$ cat src/rtl/fti_pkg.sv
package fti_pkg;

    typedef enum logic [2:0] {
        FCLS_ZERO = 3'd0,
        FCLS_NUM  = 3'd1,
        FCLS_INF  = 3'd2,
        FCLS_QNAN = 3'd3,
        FCLS_SNAN = 3'd4
    } fcls_e;

endpackage

$ cat src/rtl/fti_align.sv
// Places the integer part of 1.f x 2^exp into an INT_W-bit magnitude and
// reports whether anything below the binary point was discarded.
module fti_align #(
    parameter int MANT_W = 32,
    parameter int EXP_W  = 10,
    parameter int INT_W  = 32
) (
    input  logic [EXP_W-1:0]  exp_i,
    input  logic [MANT_W-1:0] mant_i,
    input  logic [2:0]        tail_i,
    output logic [INT_W-1:0]  mag_o,
    output logic              lost_o,
    output logic              too_big_o
);
    localparam int WIDE_W = MANT_W + INT_W;
    localparam int SH_W   = $clog2(INT_W + 1);
    localparam logic signed [EXP_W-1:0] EXP_LIM = EXP_W'(INT_W);

    logic              exp_neg;
    logic              in_range;
    logic [SH_W-1:0]   shamt;
    logic [WIDE_W-1:0] wide;

    always_comb begin
        exp_neg   = exp_i[EXP_W-1];
        too_big_o = !exp_neg && ($signed(exp_i) >= EXP_LIM);
        in_range  = !exp_neg && !too_big_o;
        // exponent e puts e+1 mantissa bits above the binary point
        shamt     = SH_W'(exp_i) + SH_W'(1);
        wide      = {{INT_W{1'b0}}, mant_i} << shamt;
        if (in_range) begin
            mag_o  = wide[WIDE_W-1:MANT_W];
            lost_o = (|wide[MANT_W-1:0]) | (|tail_i);
        end else begin
            mag_o  = '0;
            lost_o = exp_neg ? ((|mant_i) | (|tail_i)) : 1'b0;
        end
    end
endmodule

$ cat src/rtl/fti_range.sv
// Decides representability, applies the sign and picks saturation values.
module fti_range
    import fti_pkg::*;
#(
    parameter int INT_W = 32
) (
    input  logic [2:0]       class_i,
    input  logic             sign_i,
    input  logic [INT_W-1:0] mag_i,
    input  logic             lost_i,
    input  logic             too_big_i,
    output logic [INT_W-1:0] result_o,
    output logic             inexact_o,
    output logic             invalid_o
);
    localparam logic [INT_W-1:0] HALF = {1'b1, {(INT_W-1){1'b0}}};

    logic mag_ovf;
    logic ovf;

    always_comb begin
        // negative side reaches one step further than the positive side
        mag_ovf = sign_i ? (mag_i > HALF) : (mag_i >= HALF);
        case (class_i)
            FCLS_ZERO: ovf = 1'b0;
            FCLS_NUM:  ovf = too_big_i | mag_ovf;
            default:   ovf = 1'b1;
        endcase

        if (class_i == FCLS_ZERO) begin
            result_o  = '0;
            inexact_o = 1'b0;
            invalid_o = 1'b0;
        end else if (ovf) begin
            result_o  = sign_i ? HALF : ~HALF;
            inexact_o = 1'b0;
            invalid_o = 1'b1;
        end else begin
            result_o  = sign_i ? (~mag_i + INT_W'(1)) : mag_i;
            inexact_o = lost_i;
            invalid_o = 1'b0;
        end
    end
endmodule

$ cat src/rtl/float_to_int_trunc.sv
module float_to_int_trunc
    import fti_pkg::*;
#(
    parameter int MANT_W = 32,
    parameter int EXP_W  = 10,
    parameter int INT_W  = 32
) (
    input  logic              clk,
    input  logic              rst_n,
    input  logic              in_valid,
    input  logic [2:0]        in_class,
    input  logic              in_sign,
    input  logic [EXP_W-1:0]  in_exp,
    input  logic [MANT_W-1:0] in_mant,
    input  logic [2:0]        in_tail,
    output logic              out_valid,
    output logic [INT_W-1:0]  out_result,
    output logic              out_inexact,
    output logic              out_invalid
);
    localparam logic [INT_W-1:0] HALF = {1'b1, {(INT_W-1){1'b0}}};
    localparam logic signed [EXP_W-1:0] EXP_LIM = EXP_W'(INT_W);

    typedef struct packed {
        logic             valid;
        logic [INT_W-1:0] result;
        logic             inexact;
        logic             invalid;
    } conv_state_t;

    conv_state_t st_d, st_q;

    logic [INT_W-1:0] mag_w;
    logic             lost_w;
    logic             too_big_w;
    logic [INT_W-1:0] res_w;
    logic             nx_w;
    logic             nv_w;

    fti_align #(
        .MANT_W (MANT_W),
        .EXP_W  (EXP_W),
        .INT_W  (INT_W)
    ) u_align (
        .exp_i     (in_exp),
        .mant_i    (in_mant),
        .tail_i    (in_tail),
        .mag_o     (mag_w),
        .lost_o    (lost_w),
        .too_big_o (too_big_w)
    );

    fti_range #(
        .INT_W (INT_W)
    ) u_range (
        .class_i   (in_class),
        .sign_i    (in_sign),
        .mag_i     (mag_w),
        .lost_i    (lost_w),
        .too_big_i (too_big_w),
        .result_o  (res_w),
        .inexact_o (nx_w),
        .invalid_o (nv_w)
    );

    always_comb begin
        st_d       = st_q;
        st_d.valid = in_valid;
        if (in_valid) begin
            st_d.result  = res_w;
            st_d.inexact = nx_w;
            st_d.invalid = nv_w;
        end
    end

    always_ff @(posedge clk) begin
        if (!rst_n) begin
            st_q <= '0;
        end else begin
            st_q <= st_d;
        end
    end

    assign out_valid   = st_q.valid;
    assign out_result  = st_q.result;
    assign out_inexact = st_q.inexact;
    assign out_invalid = st_q.invalid;

    AST_ZERO_CLASS: assert property (@(posedge clk) disable iff (!rst_n)
        in_valid && in_class == FCLS_ZERO |=> out_result == '0 && !out_inexact && !out_invalid);

    AST_NEG_EXP_FLUSH: assert property (@(posedge clk) disable iff (!rst_n)
        in_valid && in_class == FCLS_NUM && in_exp[EXP_W-1] |=> out_result == '0 && out_inexact && !out_invalid);

    AST_BIG_EXP: assert property (@(posedge clk) disable iff (!rst_n)
        in_valid && in_class == FCLS_NUM && !in_exp[EXP_W-1] && $signed(in_exp) >= EXP_LIM |=> out_invalid);

    AST_NONNUM_INVALID: assert property (@(posedge clk) disable iff (!rst_n)
        in_valid && in_class != FCLS_ZERO && in_class != FCLS_NUM |=> out_invalid);

    AST_SAT_PATTERN: assert property (@(posedge clk) disable iff (!rst_n)
        out_valid && out_invalid |-> !out_inexact && (out_result == HALF || out_result == ~HALF));

    AST_VALID_LATENCY: assert property (@(posedge clk) disable iff (!rst_n)
        in_valid |=> out_valid);

    AST_IDLE_HOLD: assert property (@(posedge clk) disable iff (!rst_n)
        !in_valid |=> !out_valid && $stable(out_result) && $stable(out_inexact) && $stable(out_invalid));
endmodule

$ cat config.mk
export PLATFORM = sky130hd
export DESIGN_NAME = float_to_int_trunc
export DESIGN_NICKNAME = d
export VERILOG_FILES = /design/src/rtl/fti_pkg.sv /design/src/rtl/fti_align.sv /design/src/rtl/fti_range.sv /design/src/rtl/float_to_int_trunc.sv
export SDC_FILE = /design/constraint.sdc
export NUM_CORES = 1
export LEC_CHECK = 0
export CORE_MARGIN = 4
export CORE_UTILIZATION = 60
export CTS_CLUSTER_DIAMETER = 150
export CTS_CLUSTER_SIZE = 16
export DETAILED_ROUTE_END_ITERATION = 6
export DONT_BUFFER_PORTS = 1
export GPL_TIMING_DRIVEN = 1
export PLACE_DENSITY = 0.8
export SETUP_SLACK_MARGIN = 0.4
export SYNTH_ARGS = -nofsm -noshare
export SYNTH_HDL_FRONTEND = slang
export SYNTH_SLANG_ARGS = --single-unit
export TNS_END_PERCENT = 20
$ cat constraint.sdc
create_clock -name clk -period 4.39 [get_ports clk]
set_input_delay 0.2195 -clock clk [delete_from_list [all_inputs] [get_ports clk]]
set_output_delay 0.2195 -clock clk [all_outputs]
set_load 0.005 [all_outputs]
==> results.json <==
{
  "regArea_um2": 701,
  "finClkSkew_ns": 0,
  "gr-total-overflow": 0,
  "die_span_y_um": 106,
  "synthMostInstantiatedCell": "sky130_fd_sc_hd__nand2_1",
  "synth_sequential_area_ratio": 0.123,
  "avgViaCountPerCell": 7.25,
  "via_count_of_the_first_global_routing_pass": 5791,
  "highest_attainable_clock_frequency_mhz": 265,
  "hold_fails_final_rpt": 0,
  "yosys_warnings": 0,
  "setup_total_negative_slack_ns": 0,
  "synth_edf_count": 0,
  "synth.avg_cell_area_um2": 7.91,
  "net-switching-power_uw": 585,
  "nNetsFinal": 785,
  "vias": 6231,
  "floorplan.rows": 35,
  "peakVddDrop_mv": 0.153,
  "drt_pass1_iterations": 6,
  "fin_total_pwr_uw": 1360,
  "ioPinCount": 87,
  "cts_h_tree_depth": 2,
  "pwr_density_cell_nw_per_um2": 219,
  "clkSinkCount": 35,
  "timing_worst_slew_pin_value_ns": 0.998,
  "design.core.area_um2": 9240,
  "post_synth_num_cell_types": 84,
  "worstSkewPairLatency_ns": 0.29,
  "postCtsHoldBufs": 0,
  "tritoncts.num_buffers": 5,
  "worstSetupPathType": "input pin to flop",
  "multi_input_area_um2": 4780,
  "post_drt_wl_per_cell_um": 24.8,
  "timing.final.crit_period_ns": 3.78,
  "die_area_um2": 11100,
  "antenna_cells_inserted": 0,
  "synth_fp_nets": 777,
  "route.detailed.drc": 0,
  "synth_commonest_cells": "sky130_fd_sc_hd__nand2_1, sky130_fd_sc_hd__nor2_1, sky130_fd_sc_hd__mux2i_1, sky130_fd_sc_hd__a21oi_1, sky130_fd_sc_hd__mux2_2",
  "ant_nets": 0,
  "start_kind": "input pin",
  "worst_ep_required_time_ns": 4.60,
  "static-leakage-power_uw": 0.00236,
  "post_dp_hpwl_mm": 16.6,
  "pwr-share-clk": 0.168,
  "grt_antenna_before_repair": 0,
  "p_comb_frac": 0.567,
  "max-slew-margin-rel": 0.330,
  "groute.usage.overall": 0.370,
  "synth-seq-cells": 35,
  "synthesis.area_um2": 5710,
  "fillers": 774,
  "grt_first_pass_wirelength_mm": 32.7,
  "cts.reportedPaths.clkPinSlew_ns": 0.07,
  "async_flop_share": 0,
  "gp_congestion": 1.05,
  "port-buffer-count": 0,
  "drt_iter0_markers": 843,
  "cts.root.buffer_cell": "sky130_fd_sc_hd__clkbuf_8",
  "synth_top_flop_cell": "sky130_fd_sc_hd__dfxtp_1",
  "cp_data_arrival_time_ns": 3.98,
  "die_x_um": 106,
  "cts_resized": 0,
  "layout_cells_sized_above_1": 0.212,
  "power.sequential.fraction": 0.265,
  "switching_share": 0.431,
  "clock_path_buffers": 2,
  "final_clock_period_utilization_by_the_worst_path": 0.860,
  "cap_viol_max_count": 0,
  "report.final.slew_viol_count": 0,
  "power_report.internal_total_uw": 773,
  "yosysTopAreaCell": "sky130_fd_sc_hd__dfxtp_1",
  "wl_mm": 21.3,
  "synthCells": 722,
  "critical_path.endpoint_type": "flop",
  "share_of_the_synthesized_area_in_the_top_cell_type": 0.123,
  "rsz_0062_raised_after_global_routing": "false",
  "yosys-top-cells-area": "sky130_fd_sc_hd__dfxtp_1, sky130_fd_sc_hd__mux4_2, sky130_fd_sc_hd__mux2i_1",
  "worst_hold_path_type": "input pin to flop",
  "start_util": 0.618,
  "report.final.setup_viol": 0,
  "grt_max_degree": 62,
  "cts_tree": "built",
  "crit_fanout": 34,
  "status": "finished clean",
  "area_growth_pct": 8.71
}
-- layer usage --
| layer | global-route usage | vias to the layer above | wire (um) |
|---|---|---|---|
| met2 | 0.555 | 495 | 9160 |
| met1 | 0.515 | 2852 | 8490 |
| met3 | 0.0937 | 88 | 2830 |
| met4 | 0.126 | 0 | 864 |
| li1 | - | 2796 | - |
| met5 | 0 | - | 0 |
-- registers in the layout, indices dropped and copies added (netlist names) --
name and count:
out_valid 1, out_invalid 1, out_result 32, out_inexact 1
-- power by group through the flow --
stage          registers (uW)  clock network, uW  logic (uW)
5_1_grt                   362                244         804
3_3_place_gp              366                  0         717
6_report                  360                228         770
4_1_cts                   360                230         724
2_1_floorplan             361                  0         551
3_5_place_dp              367                  0         721
-- path summary, 6_finish.rpt --
check	cells past startpoint	slack, ns	end	startpoint
worst max-delay path	15	0.61	out_result[8]	in_exp[1]
worst min-delay path	1	0.05	out_result[6]	rst_n
worst max register to register	3	3.55	out_result[28]	out_result[28]
worst min register to register	2	0.48	out_result[16]	out_result[16]
-- repair_timing --
item                                    4_1_cts  5_1_grt
buffers inserted                              0        6
hold endpoints to repair                      0        0
endpoints found under the setup margin        0       27
-- cell families after synthesis --
kind of cell	synth area share
and+or+nand+nor	0.251
AOI/OAI and AO/OA	0.236
muxes	0.262
buffers and inverters	0.0571
xor gates and xnor gates	0.0646
DFF	0.123
adders and majority gates	0.00657
-- worst max-delay path, cell delays in order --
cell and delay (ns):
sky130_fd_sc_hd__inv_1 0.04, sky130_fd_sc_hd__ha_4 0.58, sky130_fd_sc_hd__buf_4 0.29, sky130_fd_sc_hd__mux4_2 0.31, sky130_fd_sc_hd__mux2_2 0.35, sky130_fd_sc_hd__a21oi_1 0.16, sky130_fd_sc_hd__o32a_1 0.20, sky130_fd_sc_hd__o22ai_1 0.14
sky130_fd_sc_hd__nor3b_2 0.20, sky130_fd_sc_hd__buf_4 0.16, sky130_fd_sc_hd__nand4_4 0.14, sky130_fd_sc_hd__nor4_4 0.39, sky130_fd_sc_hd__buf_4 0.19, sky130_fd_sc_hd__o21ai_1 0.30, sky130_fd_sc_hd__o21ai_0 0.29
-- area by class of cell --
class | instances | share of cell area
inverter | 9 | 0.00665
timing repair buffer | 55 | 0.0725
multi-input combinational | 624 | 0.769
clock buffer | 7 | 0.0123
sequential | 35 | 0.113
tap | 129 | 0.0260
clock inverter | 1 | 0.000806
-- cell usage in the layout, fill, tap and decap left out, types with 15 or more instances in the layout --
| cell type | netlist | final |
|---|---|---|
| sky130_fd_sc_hd__nand2_1 | 60 | 60 |
| sky130_fd_sc_hd__nor2_1 | 57 | 57 |
| sky130_fd_sc_hd__buf_4 | 5 | 52 |
| sky130_fd_sc_hd__mux2i_1 | 49 | 49 |
| sky130_fd_sc_hd__a21oi_1 | 42 | 42 |
| sky130_fd_sc_hd__mux2_2 | 41 | 41 |
| sky130_fd_sc_hd__o21ai_0 | 37 | 37 |
| sky130_fd_sc_hd__dfxtp_1 | 35 | 35 |
| sky130_fd_sc_hd__nor3_1 | 28 | 28 |
| sky130_fd_sc_hd__nand3_1 | 25 | 25 |
| sky130_fd_sc_hd__mux4_2 | 23 | 23 |
| sky130_fd_sc_hd__xnor2_1 | 22 | 22 |
| sky130_fd_sc_hd__nand2b_1 | 19 | 19 |
| sky130_fd_sc_hd__xor2_1 | 17 | 15 |
-- through the flow --
stage	hold slack, ns	worst slack (ns)	instance area [um2]	cells	util
2_1_floorplan	0.356	0.404	5820	722	-
3_3_place_gp	0.342	0.438	6060	845	0.656
3_5_place_dp	0.343	0.291	6060	845	0.656
4_1_cts	0.0407	0.581	6140	853	0.664
5_1_grt	0.0442	0.401	6210	860	0.672
6_report	0.0464	0.615	6210	860	0.672
(Power assumes the default switching activity.)
